===== src/rtl/pipe3_pkg.sv =====
package pipe3_pkg;
  typedef enum logic [1:0] {
    OP_ADD = 2'd0,
    OP_SUB = 2'd1,
    OP_AND = 2'd2,
    OP_XOR = 2'd3
  } alu_op_e;

  localparam int unsigned NUM_OPND = 2;
endpackage


===== src/rtl/rf_bank.sv =====
module rf_bank #(
  parameter int unsigned DW   = 16,
  parameter int unsigned NREG = 8,
  parameter int unsigned NRD  = 2,
  localparam int unsigned AW  = $clog2(NREG)
) (
  input  logic                    clk,
  input  logic                    rst_n,
  input  logic                    wr_en,
  input  logic [AW-1:0]           wr_addr,
  input  logic [DW-1:0]           wr_data,
  input  logic [NRD-1:0][AW-1:0]  rd_addr,
  output logic [NRD-1:0][DW-1:0]  rd_data,
  input  logic [AW-1:0]           dbg_addr,
  output logic [DW-1:0]           dbg_data
);
  logic [DW-1:0] mem_q [NREG];

  // One write per cycle; each word has its own enable and resets to its index.
  for (genvar g = 0; g < NREG; g++) begin : g_word
    logic          word_en;
    logic [DW-1:0] word_nxt;

    always_comb begin
      word_en  = wr_en && (wr_addr == AW'(g));
      word_nxt = wr_data;
    end

    always_ff @(posedge clk or negedge rst_n) begin
      if (!rst_n) begin
        mem_q[g] <= DW'(g);
      end else if (word_en) begin
        mem_q[g] <= word_nxt;
      end
    end
  end

  // Reads return the stored contents (old value during a same-cycle write).
  for (genvar r = 0; r < NRD; r++) begin : g_rd
    always_comb rd_data[r] = mem_q[rd_addr[r]];
  end

  always_comb dbg_data = mem_q[dbg_addr];

  // a write is observable on the debug port in the next cycle
  p_write_lands_r3: assert property (@(posedge clk) disable iff (!rst_n)
    wr_en ##1 (dbg_addr == $past(wr_addr)) |-> dbg_data == $past(wr_data));

  // without a write the addressed word keeps its value
  p_hold_r7: assert property (@(posedge clk) disable iff (!rst_n)
    !wr_en ##1 $stable(dbg_addr) |-> $stable(dbg_data));
endmodule


===== src/rtl/opnd_fwd.sv =====
module opnd_fwd #(
  parameter int unsigned DW = 16,
  parameter int unsigned AW = 3
) (
  input  logic [AW-1:0] src,
  input  logic [AW-1:0] ex_dst,
  input  logic          ex_kill,
  input  logic [DW-1:0] ex_val,
  input  logic [AW-1:0] wr_dst,
  input  logic          wr_kill,
  input  logic [DW-1:0] wr_val,
  input  logic [DW-1:0] rf_val,
  output logic [DW-1:0] opnd
);
  logic hit_ex;
  logic hit_wr;

  always_comb begin
    hit_ex = (src == ex_dst) && !ex_kill;
    hit_wr = (src == wr_dst) && !wr_kill;
    if (hit_ex) begin
      opnd = ex_val;
    end else if (hit_wr) begin
      opnd = wr_val;
    end else begin
      opnd = rf_val;
    end
  end
endmodule


===== src/rtl/alu_unit.sv =====
module alu_unit
  import pipe3_pkg::*;
#(
  parameter int unsigned DW = 16
) (
  input  alu_op_e       op,
  input  logic [DW-1:0] a,
  input  logic [DW-1:0] b,
  output logic [DW-1:0] y
);
  always_comb begin
    unique case (op)
      OP_ADD:  y = a + b;
      OP_SUB:  y = a - b;
      OP_AND:  y = a & b;
      OP_XOR:  y = a ^ b;
      default: y = '0;
    endcase
  end
endmodule


===== src/rtl/pipe3_core.sv =====
module pipe3_core
  import pipe3_pkg::*;
#(
  parameter int unsigned DW   = 16,
  parameter int unsigned NREG = 8,
  localparam int unsigned AW  = $clog2(NREG)
) (
  input  logic          clk,
  input  logic          rst_n,
  input  logic [1:0]    in_op,
  input  logic [AW-1:0] in_src_a,
  input  logic [AW-1:0] in_src_b,
  input  logic [AW-1:0] in_dst,
  input  logic          in_stall,
  input  logic [AW-1:0] dbg_addr,
  output logic [DW-1:0] dbg_data
);
  // compute-stage state
  alu_op_e       op_ex_q,    op_ex_nxt;
  logic [AW-1:0] dst_ex_q,   dst_ex_nxt;
  logic          kill_ex_q,  kill_ex_nxt;
  logic [DW-1:0] opnd_q   [NUM_OPND];
  logic [DW-1:0] opnd_nxt [NUM_OPND];
  logic          opnd_en;
  // write-stage state
  logic [AW-1:0] dst_wr_q,   dst_wr_nxt;
  logic          kill_wr_q,  kill_wr_nxt;
  logic [DW-1:0] wb_q,       wb_nxt;
  logic          wb_en;

  logic [NUM_OPND-1:0][AW-1:0] src;
  logic [NUM_OPND-1:0][DW-1:0] rf_rd;
  logic [DW-1:0]               alu_y;
  logic                        rf_we;

  always_comb begin
    src[0] = in_src_a;
    src[1] = in_src_b;
  end

  rf_bank #(.DW(DW), .NREG(NREG), .NRD(NUM_OPND)) u_rf (
    .clk      (clk),
    .rst_n    (rst_n),
    .wr_en    (rf_we),
    .wr_addr  (dst_wr_q),
    .wr_data  (wb_q),
    .rd_addr  (src),
    .rd_data  (rf_rd),
    .dbg_addr (dbg_addr),
    .dbg_data (dbg_data)
  );

  for (genvar g = 0; g < NUM_OPND; g++) begin : g_opnd
    opnd_fwd #(.DW(DW), .AW(AW)) u_fwd (
      .src     (src[g]),
      .ex_dst  (dst_ex_q),
      .ex_kill (kill_ex_q),
      .ex_val  (alu_y),
      .wr_dst  (dst_wr_q),
      .wr_kill (kill_wr_q),
      .wr_val  (wb_q),
      .rf_val  (rf_rd[g]),
      .opnd    (opnd_nxt[g])
    );

    always_ff @(posedge clk or negedge rst_n) begin
      if (!rst_n) begin
        opnd_q[g] <= '0;
      end else if (opnd_en) begin
        opnd_q[g] <= opnd_nxt[g];
      end
    end

    // a live compute-stage match supplies the ALU output
    p_fwd_alu_r4: assert property (@(posedge clk) disable iff (!rst_n)
      (!in_stall && src[g] == dst_ex_q && !kill_ex_q)
      |=> opnd_q[g] == $past(alu_y));

    // a write-stage match alone supplies the write-back register
    p_fwd_wb_r5: assert property (@(posedge clk) disable iff (!rst_n)
      (!in_stall && !(src[g] == dst_ex_q && !kill_ex_q)
       && src[g] == dst_wr_q && !kill_wr_q)
      |=> opnd_q[g] == $past(wb_q));

    // with both stages matching, the younger result is taken
    p_prio_r6: assert property (@(posedge clk) disable iff (!rst_n)
      (!in_stall && src[g] == dst_ex_q && !kill_ex_q
       && src[g] == dst_wr_q && !kill_wr_q)
      |=> opnd_q[g] != $past(wb_q) || $past(alu_y) == $past(wb_q));

    // aborted in-flight instructions are bypassed in favour of the file
    p_rf_path_r8: assert property (@(posedge clk) disable iff (!rst_n)
      (!in_stall && !(src[g] == dst_ex_q && !kill_ex_q)
       && !(src[g] == dst_wr_q && !kill_wr_q))
      |=> opnd_q[g] == $past(rf_rd[g]));
  end

  alu_unit #(.DW(DW)) u_alu (
    .op (op_ex_q),
    .a  (opnd_q[0]),
    .b  (opnd_q[1]),
    .y  (alu_y)
  );

  // next-state
  always_comb begin
    opnd_en     = !in_stall;
    op_ex_nxt   = alu_op_e'(in_op);
    dst_ex_nxt  = in_dst;
    kill_ex_nxt = in_stall;
    wb_en       = !kill_ex_q;
    wb_nxt      = alu_y;
    dst_wr_nxt  = dst_ex_q;
    kill_wr_nxt = kill_ex_q;
    rf_we       = !kill_wr_q;
  end

  // registers
  always_ff @(posedge clk or negedge rst_n) begin
    if (!rst_n) begin
      op_ex_q   <= OP_ADD;
      dst_ex_q  <= '0;
      kill_ex_q <= 1'b1;
      dst_wr_q  <= '0;
      kill_wr_q <= 1'b1;
    end else begin
      op_ex_q   <= op_ex_nxt;
      dst_ex_q  <= dst_ex_nxt;
      kill_ex_q <= kill_ex_nxt;
      dst_wr_q  <= dst_wr_nxt;
      kill_wr_q <= kill_wr_nxt;
    end
  end

  always_ff @(posedge clk or negedge rst_n) begin
    if (!rst_n) begin
      wb_q <= '0;
    end else if (wb_en) begin
      wb_q <= wb_nxt;
    end
  end

  // a stalled instruction reaches the write stage with its flag still set
  p_kill_travels_r7: assert property (@(posedge clk) disable iff (!rst_n)
    in_stall |=> ##1 !rf_we);
endmodule


===== config.mk =====
export PLATFORM = sky130hd
export DESIGN_NAME = pipe3_core
export DESIGN_NICKNAME = d
export VERILOG_FILES = /design/src/rtl/pipe3_pkg.sv /design/src/rtl/rf_bank.sv /design/src/rtl/opnd_fwd.sv /design/src/rtl/alu_unit.sv /design/src/rtl/pipe3_core.sv
export SDC_FILE = /design/constraint.sdc
export NUM_CORES = 1
export LEC_CHECK = 0
export BUFFER_PORTS_ARGS = -buffer_cell sky130_fd_sc_hd__buf_2
export CORE_ASPECT_RATIO = 0.8
export CORE_MARGIN = 4
export CORE_UTILIZATION = 35
export DETAILED_ROUTE_END_ITERATION = 7
export HOLD_SLACK_MARGIN = 0.12
export PLACE_DENSITY = 0.53
export SYNTH_ARGS = -nofsm -noshare
export SYNTH_HDL_FRONTEND = slang
export SYNTH_SLANG_ARGS = --single-unit

===== constraint.sdc =====
create_clock -name clk -period 7.1 [get_ports clk]
set_clock_uncertainty 0.2 [all_clocks]
set_input_delay 0.355 -clock clk [delete_from_list [all_inputs] [get_ports clk]]
set_output_delay 0.355 -clock clk [all_outputs]
set_load 0.03 [all_outputs]

**Word-level counts from Yosys, hierarchy flattened**

Cells that the tools add are included.

- Div/mod/pow operators: 0
- Order comparisons: 3
- Equality and inequality tests: 14
- Add/sub/neg operators: 2
- Multipliers: 0
- Muxes and demuxes: 14
- Reductions and logical operators: 16
- Bitwise logic cells: 5
- Shift-type cells: 0

Operators by type and width:

| cell | count |
|---|---|
| $mux 16 | 10 |
| $bmux 16 s3 | 3 |
| $pmux 16 s4 | 1 |
| $add 16x16->16 | 1 |
| $and 16x16->16 | 1 |
| $sub 16x16->16 | 1 |
| $xor 16x16->16 | 1 |
| $eq 3x3->1 | 4 |
| $eq 3x3->1 const B | 4 |
| $ge 4x4->1 const B | 3 |
| $logic_and 1x1->1 | 12 |
| $not 3->4 | 3 |
| $eq 3x2->1 const B | 2 |
| $eq 2x2->1 const B | 2 |
| $eq 3x1->1 const B | 1 |
| $logic_not 3->1 | 1 |
| $eq 2x1->1 const B | 1 |
| $logic_not 1->1 | 2 |
| $logic_not 2->1 | 1 |

- ROM bits: 0
- Register bits after elaboration: 186
- Output and inout port bits: 16
- Latch bits: 0
- Memories kept: 0
- Word-level logic and storage cells: 70
- Input port bits: 17
- RAM bits: 0

**Depth between registers and ports, before layout**

Gate-level depths: netlist of run 1.

- Word-level depth: 6
- Depth in mapped cells: 14
- Depth with buffers taken out: 13

**Hierarchy**

A second synthesis of run 1 with hierarchy kept.

- Cell total of the unflattened synthesis: 917
- Area total of the unflattened synthesis: 12853.6 um^2

By module, submodules not included:

| module | instances | sequential area each (um^2) | cells each | area an instance (um^2) |
|---|---|---|---|---|
| rf_bank | 1 | 3218.1 | 450 | 8086.5 |
| pipe3_core | 1 | 1453.9 | 113 | 2250.9 |
| alu_unit | 1 | 0.0 | 232 | 1692.9 |
| opnd_fwd | 2 | 0.0 | 61 | 411.6 |

**Worst setup path before layout of run 1**

No wires, ideal clock.

- Path kind: register to register
- Start point: reg op_ex_q[1]
- End point: reg opnd_q[12] (netlist bit)
- Data arrival time: 3222 ps
- Cell stages (with the launch flop): 13
- Path buffers: 2
- Slack: 3583 ps
- Path through: dfrtp_1 -> clkbuf_1 -> nor2b_1 -> clkbuf_1 -> nor2_1 -> xnor2_1 -> ha_1 -> a21o_1 -> a221oi_4 -> o21a_4 -> mux2_4 -> a311o_1 -> o31ai_1

- Longest elaborated chain between the ends: 3

RTL lines:

| what | RTL line | text |
|---|---|---|
| start: declaration | pipe3_core.sv:19 | `alu_op_e op_ex_q, op_ex_nxt;` |
| start signal: assignment | pipe3_core.sv:127 | `op_ex_q <= op_ex_nxt;` |
| $eq 2x2->1, or another cell as far along | alu_unit.sv:12 | `unique case (op)` |
| $pmux 16 s4 * | alu_unit.sv:12 |  |
| $mux 16 * | opnd_fwd.sv:21 | `if (hit_ex) begin` |
| end signal: indexed assignment | pipe3_core.sv:70 | `opnd_q[g] <= opnd_nxt[g];` |
| end: declaration | pipe3_core.sv:22 | `logic [DW-1:0] opnd_q [NUM_OPND];` |

Mark *: on every way between the ends. The rest lies on a longest branch, timed or not.
A chain may end at the register's enable or synchronous reset.

**Final worst setup path of run 1**

- Start point: reg op_ex_q[0]
- End point: reg opnd_q[12] (netlist bit)

The elaborated chain is that of the path after synthesis.

==> metrics.txt, run 1 <==
# TYPE chip_impl_metric gauge
chip_impl_info{name="path_class",value="reg -> reg"} 1
chip_impl_metric{name="syn-num-nets",unit=""} 1021
chip_impl_metric{name="vdd_ir_drop_max",unit="V"} 0.000193
chip_impl_metric{name="clock_tree.htree_level_count",unit=""} 4
chip_impl_metric{name="layout_min_cycle_time",unit="ns"} 4.14
chip_impl_metric{name="diodes",unit=""} 0
chip_impl_metric{name="setup_viol_count_final",unit=""} 0
chip_impl_info{name="critical_path.startpoint_type",value="flop"} 1
chip_impl_info{name="worst_hold_path_type",value="in -> reg"} 1
chip_impl_metric{name="drt_wl_total",unit="um"} 33100
chip_impl_metric{name="critical_path_arrival",unit="ns"} 4.28
chip_impl_info{name="layer_with_the_highest_usage_after_global_routing",value="met1"} 1
chip_impl_metric{name="count_of_maximum_capacitance_violations",unit=""} 0
chip_impl_metric{name="finalWeightedCongestion",unit=""} 0.881
chip_impl_metric{name="numCtsBuffers",unit=""} 17
chip_impl_metric{name="synth_enable_flop_cells",unit=""} 0
chip_impl_metric{name="global_route.usage.total",unit=""} 0.179
chip_impl_metric{name="critPathRequiredTime",unit="ns"} 7.24
chip_impl_metric{name="n_fill_cell",unit=""} 3219
chip_impl_metric{name="detailed_place_hpwl",unit="um"} 21600
chip_impl_metric{name="start_util",unit=""} 0.357
chip_impl_metric{name="chipWidth",unit="um"} 216
chip_impl_metric{name="synthDistinctLibCells",unit=""} 63
chip_impl_info{name="end_kind",value="flop"} 1
chip_impl_metric{name="fp.coreArea",unit="um^2"} 33900
chip_impl_metric{name="vias",unit=""} 8283
chip_impl_metric{name="routed_via_density",unit=""} 5.76
chip_impl_metric{name="worstSkewPairLatency",unit="ns"} 0.44
chip_impl_metric{name="post_synth_instance_area",unit="um^2"} 12100
chip_impl_metric{name="netlist_instances",unit=""} 971
chip_impl_metric{name="area_growth_syn_to_layout",unit="%"} 9.73
chip_impl_metric{name="grt_start_max_net_pins",unit=""} 82
chip_impl_metric{name="floorplan.rows",unit=""} 60
chip_impl_metric{name="p_leak",unit="nW"} 5.41
chip_impl_metric{name="number_of_global_route_vias_before_repair",unit=""} 8300
chip_impl_metric{name="cts_num_sinks",unit=""} 186
chip_impl_metric{name="final_critical_path_setup_slack",unit="ns"} 2.96
chip_impl_metric{name="port_buffers",unit=""} 32
chip_impl_metric{name="drt_iter0_markers",unit=""} 683
chip_impl_info{name="outcome",value="finished clean"} 1
chip_impl_metric{name="synth_sequential_area_ratio",unit=""} 0.386
chip_impl_metric{name="ys_warn_count",unit=""} 0
chip_impl_metric{name="floorplan.die_area",unit="um^2"} 37600
chip_impl_metric{name="number_of_synthesized_register_bits",unit=""} 186
chip_impl_metric{name="async_reset_ff_frac",unit=""} 1.00
chip_impl_metric{name="pin_slew_with_the_least_headroom_to_its_limit",unit="ns"} 1.28
chip_impl_metric{name="postSynthAreaPerCell",unit="um^2"} 12.5
chip_impl_metric{name="cts_max_path_buffers",unit=""} 2
chip_impl_info{name="most_used_flip_flop_cell_after_synthesis",value="dfrtp_1"} 1
chip_impl_info{name="setup_repair_after_global_routing_missed_its_margin",value="false"} 1
chip_impl_metric{name="final_min_period_over_clock_period",unit=""} 0.583
chip_impl_metric{name="drt.antenna.violating_nets",unit=""} 0
chip_impl_info{name="cts_tree",value="yes"} 1
chip_impl_metric{name="max_clock_freq",unit="GHz"} 0.241
chip_impl_metric{name="totalPowerFinal",unit="mW"} 5.67
chip_impl_metric{name="final_hold_viol_count",unit=""} 0
chip_impl_metric{name="pwr_density",unit="nW/um^2"} 427
chip_impl_metric{name="design.final.nets",unit=""} 1010
chip_impl_metric{name="finalSetupTns",unit="ns"} 0
chip_impl_metric{name="drive_above_1_share",unit=""} 0.375
chip_impl_metric{name="global_route.usage.met1",unit=""} 0.279
chip_impl_metric{name="globalRoute.totalOverflow",unit=""} 0
chip_impl_metric{name="drt_pass1_iterations",unit=""} 5
chip_impl_metric{name="critical_path_peak_fanout",unit=""} 23
chip_impl_metric{name="design.portCount",unit=""} 33
chip_impl_metric{name="clk_pin_slew",unit="ns"} 0.08
chip_impl_metric{name="place_ws",unit="ns"} 2.98
chip_impl_metric{name="grt_pass1_wl",unit="um"} 52300
chip_impl_info{name="cts_root_buf",value="clkbuf_16"} 1
chip_impl_metric{name="dieHeight",unit="um"} 174
chip_impl_metric{name="final-max-slew-violation-count",unit=""} 0
chip_impl_metric{name="grt.met2_usage",unit=""} 0.261
chip_impl_metric{name="drc",unit=""} 0
chip_impl_metric{name="grt.met3_usage",unit=""} 0.0343
chip_impl_metric{name="wl_per_cell",unit="um"} 23.0
chip_impl_metric{name="initial_antenna_violation_count",unit=""} 0
chip_impl_metric{name="maxSlewHeadroom",unit=""} 0.139
-- state kept, by name, indices dropped and copies added, names as in the netlist --
signal      count
wb_q           16
dst_ex_q        3
dst_wr_q        3
kill_wr_q       1
op_ex_q         2
opnd_q         32
u_rf.mem_q    128
kill_ex_q       1
-- critical path, cell delays in order, from the launching register on --
cell and delay [ns]:
dfrtp_1 0.32, buf_4 0.31, nor2b_1 0.79, mux2i_1 0.27, fa_1 0.47, a21o_1 0.22
a221oi_4 0.36, o21a_4 0.21, mux2_4 0.29, a311o_1 0.36, o31ai_1 0.25
-- placed cells by master, fill, tap and decap left out, types with 17 or more instances in the layout --
master | Yosys | routed
nand2_1 | 36 | 36
a21oi_1 | 46 | 46
mux2_2 | 153 | 153
o21ai_0 | 37 | 37
dfrtp_1 | 172 | 172
mux2i_1 | 44 | 44
buf_4 | 0 | 23
nor2_1 | 47 | 45
xor2_1 | 17 | 17
ha_1 | 32 | 32
buf_2 | 25 | 31
clkbuf_16 | 0 | 17
mux4_2 | 96 | 96
-- synthesized netlist by cell type, types with 3 or more instances --
| cell type | instances | share of area |
|---|---|---|
| xnor2_1 | 16 | 0.012 |
| mux2_2 | 153 | 0.14 |
| nor4_2 | 3 | 0.0031 |
| buf_6 | 6 | 0.0056 |
| nor2b_1 | 6 | 0.0031 |
| a2111oi_0 | 12 | 0.0087 |
| buf_1 | 4 | 0.0012 |
| buf_2 | 25 | 0.010 |
| nand2b_1 | 6 | 0.0031 |
| inv_1 | 13 | 0.0040 |
| a21oi_1 | 46 | 0.019 |
| o21a_1 | 6 | 0.0037 |
| o22a_1 | 5 | 0.0036 |
| mux2i_1 | 44 | 0.036 |
| or4_1 | 5 | 0.0031 |
| o211ai_1 | 9 | 0.0056 |
| dfrtp_1 | 172 | 0.36 |
| a211oi_1 | 15 | 0.0093 |
| a221o_1 | 7 | 0.0058 |
| a21o_1 | 5 | 0.0031 |
| o31ai_1 | 10 | 0.0062 |
| nor2_1 | 47 | 0.015 |
| ha_1 | 32 | 0.033 |
| nand3_1 | 3 | 0.0012 |
| nand3b_1 | 3 | 0.0019 |
| xor2_1 | 17 | 0.012 |
| mux4_2 | 96 | 0.18 |
| o21ai_0 | 37 | 0.015 |
| nor3_1 | 18 | 0.0074 |
| nand2_1 | 36 | 0.011 |
| a31oi_1 | 8 | 0.0041 |
| dfstp_2 | 14 | 0.030 |
| clkbuf_1 | 55 | 0.017 |
-- cell families (layout without fill, tap and decap cells) --
group,Yosys count,in the layout,share of synthesized area
AO/OA/AOI/OAI,179,179,0.0994
adder cells (fa/ha/maj),33,33,0.0347
flip-flops,186,186,0.386
AND/OR/NAND/NOR,142,142,0.0585
multiplexers,294,294,0.359
XOR/XNOR,33,33,0.0239
buffers and inverters,104,106,0.0387
-- per-layer routing --
metal	wire [um]	part of all wire
met3	1720	0.052
met4	295	0.0089
met1	16800	0.51
met5	0	0
met2	14300	0.43
-- per-stage QoR --
| step | std cells | instance area (um^2) | utilization | hold slack, ns |
|---|---|---|---|---|
| floorplan | 971 | 12100 | - | -0.141 |
| global placement | 1400 | 12700 | 0.374 | 0.252 |
| detailed placement | 1400 | 12700 | 0.374 | 0.249 |
| CTS | 1438 | 13300 | 0.392 | 0.183 |
| global route | 1438 | 13300 | 0.392 | 0.210 |
| finish | 1438 | 13300 | 0.392 | 0.196 |
-- cell type report --
type                            count  area, um^2  area share
Timing Repair Buffer               61         402      0.0302
Multi-Input combinational cell    681        7010       0.528
Tap cell                          465         582      0.0438
Clock buffer                       18         429      0.0323
Inverter                           13        48.8     0.00368
Sequential cell                   186        4670       0.352
Clock inverter                     14         131     0.00989
-- worst paths after layout --
check / from / end / slack, ns / depth (start not counted)
min in group asynchronous: rst_n / u_rf.mem_q[79] / 0.30 / 2
worst min register to register: dst_ex_q[2] / dst_wr_q[2] / 0.28 / 0
worst min-delay path: in_stall / kill_ex_q / 0.20 / 2
max in group asynchronous: rst_n / u_rf.mem_q[28] / 5.08 / 3
worst max-delay path: op_ex_q[0] / opnd_q[12] / 2.96 / 10
worst max register to register: op_ex_q[0] / opnd_q[12] / 2.96 / 10
-- repair_timing --
action / CTS / global route
hold buffers: 6 / 0
setup buffers: 0 / 0
hold endpoints to repair: 70 / 0
gates resized for setup: 0 / 0
-- report_power, final --
group          internal, mW  switching (mW)  total [mW]
registers              1.57           0.604        2.17
logic                  1.36            1.19        2.55
clock network         0.466           0.479       0.944
Power figures use the tool's default switching activity.
==> run 2: changes to the inputs <==
==> constraint.sdc (replaced) <==
create_clock -name clk -period 4.1 [get_ports clk]
set_clock_uncertainty 0.2 [all_clocks]
set_input_delay 0.205 -clock clk [delete_from_list [all_inputs] [get_ports clk]]
set_output_delay 0.205 -clock clk [all_outputs]
set_load 0.03 [all_outputs]
==> run 2 against run 1 <==
  * First-iteration DRC count down 16%
  * Flip-flop and latch count is the same
  * Via count decreased by 2.1%
  * Largest cell class unchanged
  * Non-clock buffer count grew 1
  * Combinational power increased by 76%
  * Maximum frequency rose by 16%
  * Register-to-register slack worse by 2.4 ns
  * Worst setup slack got worse by 2.4 ns
  * Routed wire length decreased by 2.5%
  * Critical path type unchanged
==> metrics.txt, run 2 (synthesis gave the netlist of run 1 again) <==
# TYPE chip_impl_metric gauge
chip_impl_info{name="outcome",value="finished clean"} 1
chip_impl_metric{name="pwr_density",unit="nW/um^2"} 741
chip_impl_metric{name="chipWidth",unit="um"} 216
chip_impl_metric{name="final_min_period_over_clock_period",unit=""} 0.868
chip_impl_metric{name="clock_tree.htree_level_count",unit=""} 4
chip_impl_metric{name="routed_via_density",unit=""} 5.64
chip_impl_info{name="most_frequent_cells_in_the_layout",value="dfrtp_1 (172), mux2_2 (153), mux4_2 (96)"} 1
chip_impl_metric{name="placement.cell_area",unit="um^2"} 12700
chip_impl_info{name="final_common_cell",value="dfrtp_1"} 1
chip_impl_metric{name="fp.coreArea",unit="um^2"} 33900
chip_impl_info{name="worst_hold_path_type",value="in -> reg"} 1
chip_impl_metric{name="final_critical_path_setup_slack",unit="ns"} 0.543
chip_impl_metric{name="layout_min_cycle_time",unit="ns"} 3.56
chip_impl_metric{name="grt_pass1_wl",unit="um"} 51000
chip_impl_info{name="largest-register",value="u_rf.mem_q"} 1
chip_impl_metric{name="vias",unit=""} 8112
chip_impl_metric{name="cts_num_sinks",unit=""} 186
chip_impl_metric{name="largest_register_ffs",unit=""} 128
chip_impl_metric{name="global_route.usage.total",unit=""} 0.176
chip_impl_metric{name="port_buffers",unit=""} 32
chip_impl_metric{name="detailed_place_hpwl",unit="um"} 21700
chip_impl_metric{name="drt_iter0_markers",unit=""} 574
chip_impl_metric{name="start_util",unit=""} 0.357
chip_impl_metric{name="drt_pass1_iterations",unit=""} 5
chip_impl_metric{name="numCtsBuffers",unit=""} 17
chip_impl_metric{name="final_core_area_utilization",unit=""} 0.393
chip_impl_metric{name="area_growth_syn_to_layout",unit="%"} 10.1
chip_impl_info{name="setup_repair_after_global_routing_missed_its_margin",value="false"} 1
chip_impl_metric{name="maxSlewHeadroom",unit=""} 0.318
chip_impl_metric{name="drc",unit=""} 0
chip_impl_metric{name="count_of_maximum_capacitance_violations",unit=""} 0
chip_impl_metric{name="design.portCount",unit=""} 33
chip_impl_info{name="end_kind",value="flop"} 1
chip_impl_metric{name="grt_start_max_net_pins",unit=""} 106
chip_impl_metric{name="final-max-slew-violation-count",unit=""} 0
chip_impl_metric{name="vdd_ir_drop_max",unit="V"} 0.000305
chip_impl_metric{name="critical_path_peak_fanout",unit=""} 7
chip_impl_metric{name="dieHeight",unit="um"} 174
chip_impl_metric{name="cts_max_path_buffers",unit=""} 2
chip_impl_metric{name="setup_viol_count_final",unit=""} 0
chip_impl_info{name="cts_root_buf",value="clkbuf_16"} 1
chip_impl_metric{name="globalRoute.totalOverflow",unit=""} 0
chip_impl_metric{name="number_of_global_route_vias_before_repair",unit=""} 8070
chip_impl_metric{name="finalSetupTns",unit="ns"} 0
chip_impl_metric{name="worstSkewPairLatency",unit="ns"} 0.45
chip_impl_metric{name="drt_wl_total",unit="um"} 32300
chip_impl_metric{name="critical_path_arrival",unit="ns"} 3.71
chip_impl_metric{name="postLayoutCellArea",unit="um^2"} 13300
chip_impl_metric{name="design.final.nets",unit=""} 1011
chip_impl_metric{name="p_leak",unit="nW"} 5.41
chip_impl_metric{name="clk_pin_slew",unit="ns"} 0.07
chip_impl_metric{name="max_clock_freq",unit="GHz"} 0.281
chip_impl_metric{name="finalWeightedCongestion",unit=""} 0.786
chip_impl_info{name="largestRegisters",value="u_rf.mem_q: 128 flops, opnd_q: 32 flops, wb_q: 16 flops"} 1
chip_impl_metric{name="initial_antenna_violation_count",unit=""} 0
chip_impl_metric{name="fin_worst_hold_slack",unit="ns"} 0.197
chip_impl_info{name="critical_path.startpoint_type",value="flop"} 1
chip_impl_metric{name="drive_above_1_share",unit=""} 0.375
chip_impl_info{name="path_class",value="reg -> reg"} 1
chip_impl_metric{name="final_hold_viol_count",unit=""} 0
chip_impl_metric{name="drt.antenna.violating_nets",unit=""} 0
chip_impl_metric{name="critPathRequiredTime",unit="ns"} 4.25
chip_impl_metric{name="wl_per_cell",unit="um"} 22.5
chip_impl_metric{name="floorplan.rows",unit=""} 60
chip_impl_info{name="cts_tree",value="yes"} 1
chip_impl_metric{name="place_ws",unit="ns"} 0.578
chip_impl_metric{name="floorplan.die_area",unit="um^2"} 37600
chip_impl_metric{name="diodes",unit=""} 0
chip_impl_metric{name="pin_slew_with_the_least_headroom_to_its_limit",unit="ns"} 1.02
-- run 2: changes by cell type in the layout (fill, tap and decap cells not counted), sizes merged --
cell         previous run  this run
clkinvlp                1         2
clkinv                  6         5
dlygate4sd3             6         7
-- run 2: critical path, cell delays in order (launching register included) --
cell	delay, ns
dfrtp_1	0.45
nor3_1	0.34
and3b_1	0.33
a21oi_1	0.11
xnor2_1	0.13
ha_1	0.41
and3_1	0.24
nand2_1	0.11
o21a_4	0.23
mux2_4	0.29
a311o_1	0.37
o31ai_1	0.23
-- run 2: where the power goes --
| part | leakage [nW] | internal, mW | switching, mW |
|---|---|---|---|
| logic | 2.88 | 2.37 | 2.11 |
| clock network | 0.275 | 0.811 | 0.832 |
| registers | 2.26 | 2.71 | 1.03 |
| total | 5.41 | 5.90 | 3.97 |
-- run 2: path summary, 6_finish.rpt --
path | slack [ns] | depth (start not counted) | start | end
min | 0.20 | 2 | in_dst[0] | dst_ex_q[0]
min reg2reg | 0.26 | 0 | dst_ex_q[2] | dst_wr_q[2]
min in group asynchronous | 0.23 | 2 | rst_n | u_rf.mem_q[35]
max reg2reg | 0.54 | 11 | opnd_q[2] | opnd_q[28]
max | 0.54 | 11 | opnd_q[2] | opnd_q[28]
max in group asynchronous | 2.56 | 3 | rst_n | u_rf.mem_q[14]
-- run 2: area by class of cell --
| type | instances | area [um^2] |
|---|---|---|
| Sequential cell | 186 | 4670 |
| Timing Repair Buffer | 62 | 424 |
| Tap cell | 465 | 582 |
| Inverter | 13 | 48.8 |
| Multi-Input combinational cell | 681 | 7010 |
| Clock buffer | 18 | 429 |
| Clock inverter | 14 | 148 |
| Fill cell | 3197 | 20500 |
-- run 2: per-stage QoR --
stage	std cells	total power, mW
floorplan	971	6.94
global placement	1400	8.14
detailed placement	1400	8.19
CTS	1439	9.89
global route	1439	10.6
finish	1439	9.87
-- run 2: what timing repair did --
action,in CTS,in global routing
hold buffers,7,0
setup buffers,0,0
hold endpoints to repair,105,0
resized for setup,0,0
-- run 2: metal layers --
metal	global-route usage	wire (um)	vias up	part of all wire
li1	-	-	3723	-
met1	0.274	16400	4170	0.51
met2	0.257	14100	206	0.44
met3	0.0362	1720	13	0.053
met4	0.0263	174	0	0.0054
met5	0	0	-	0
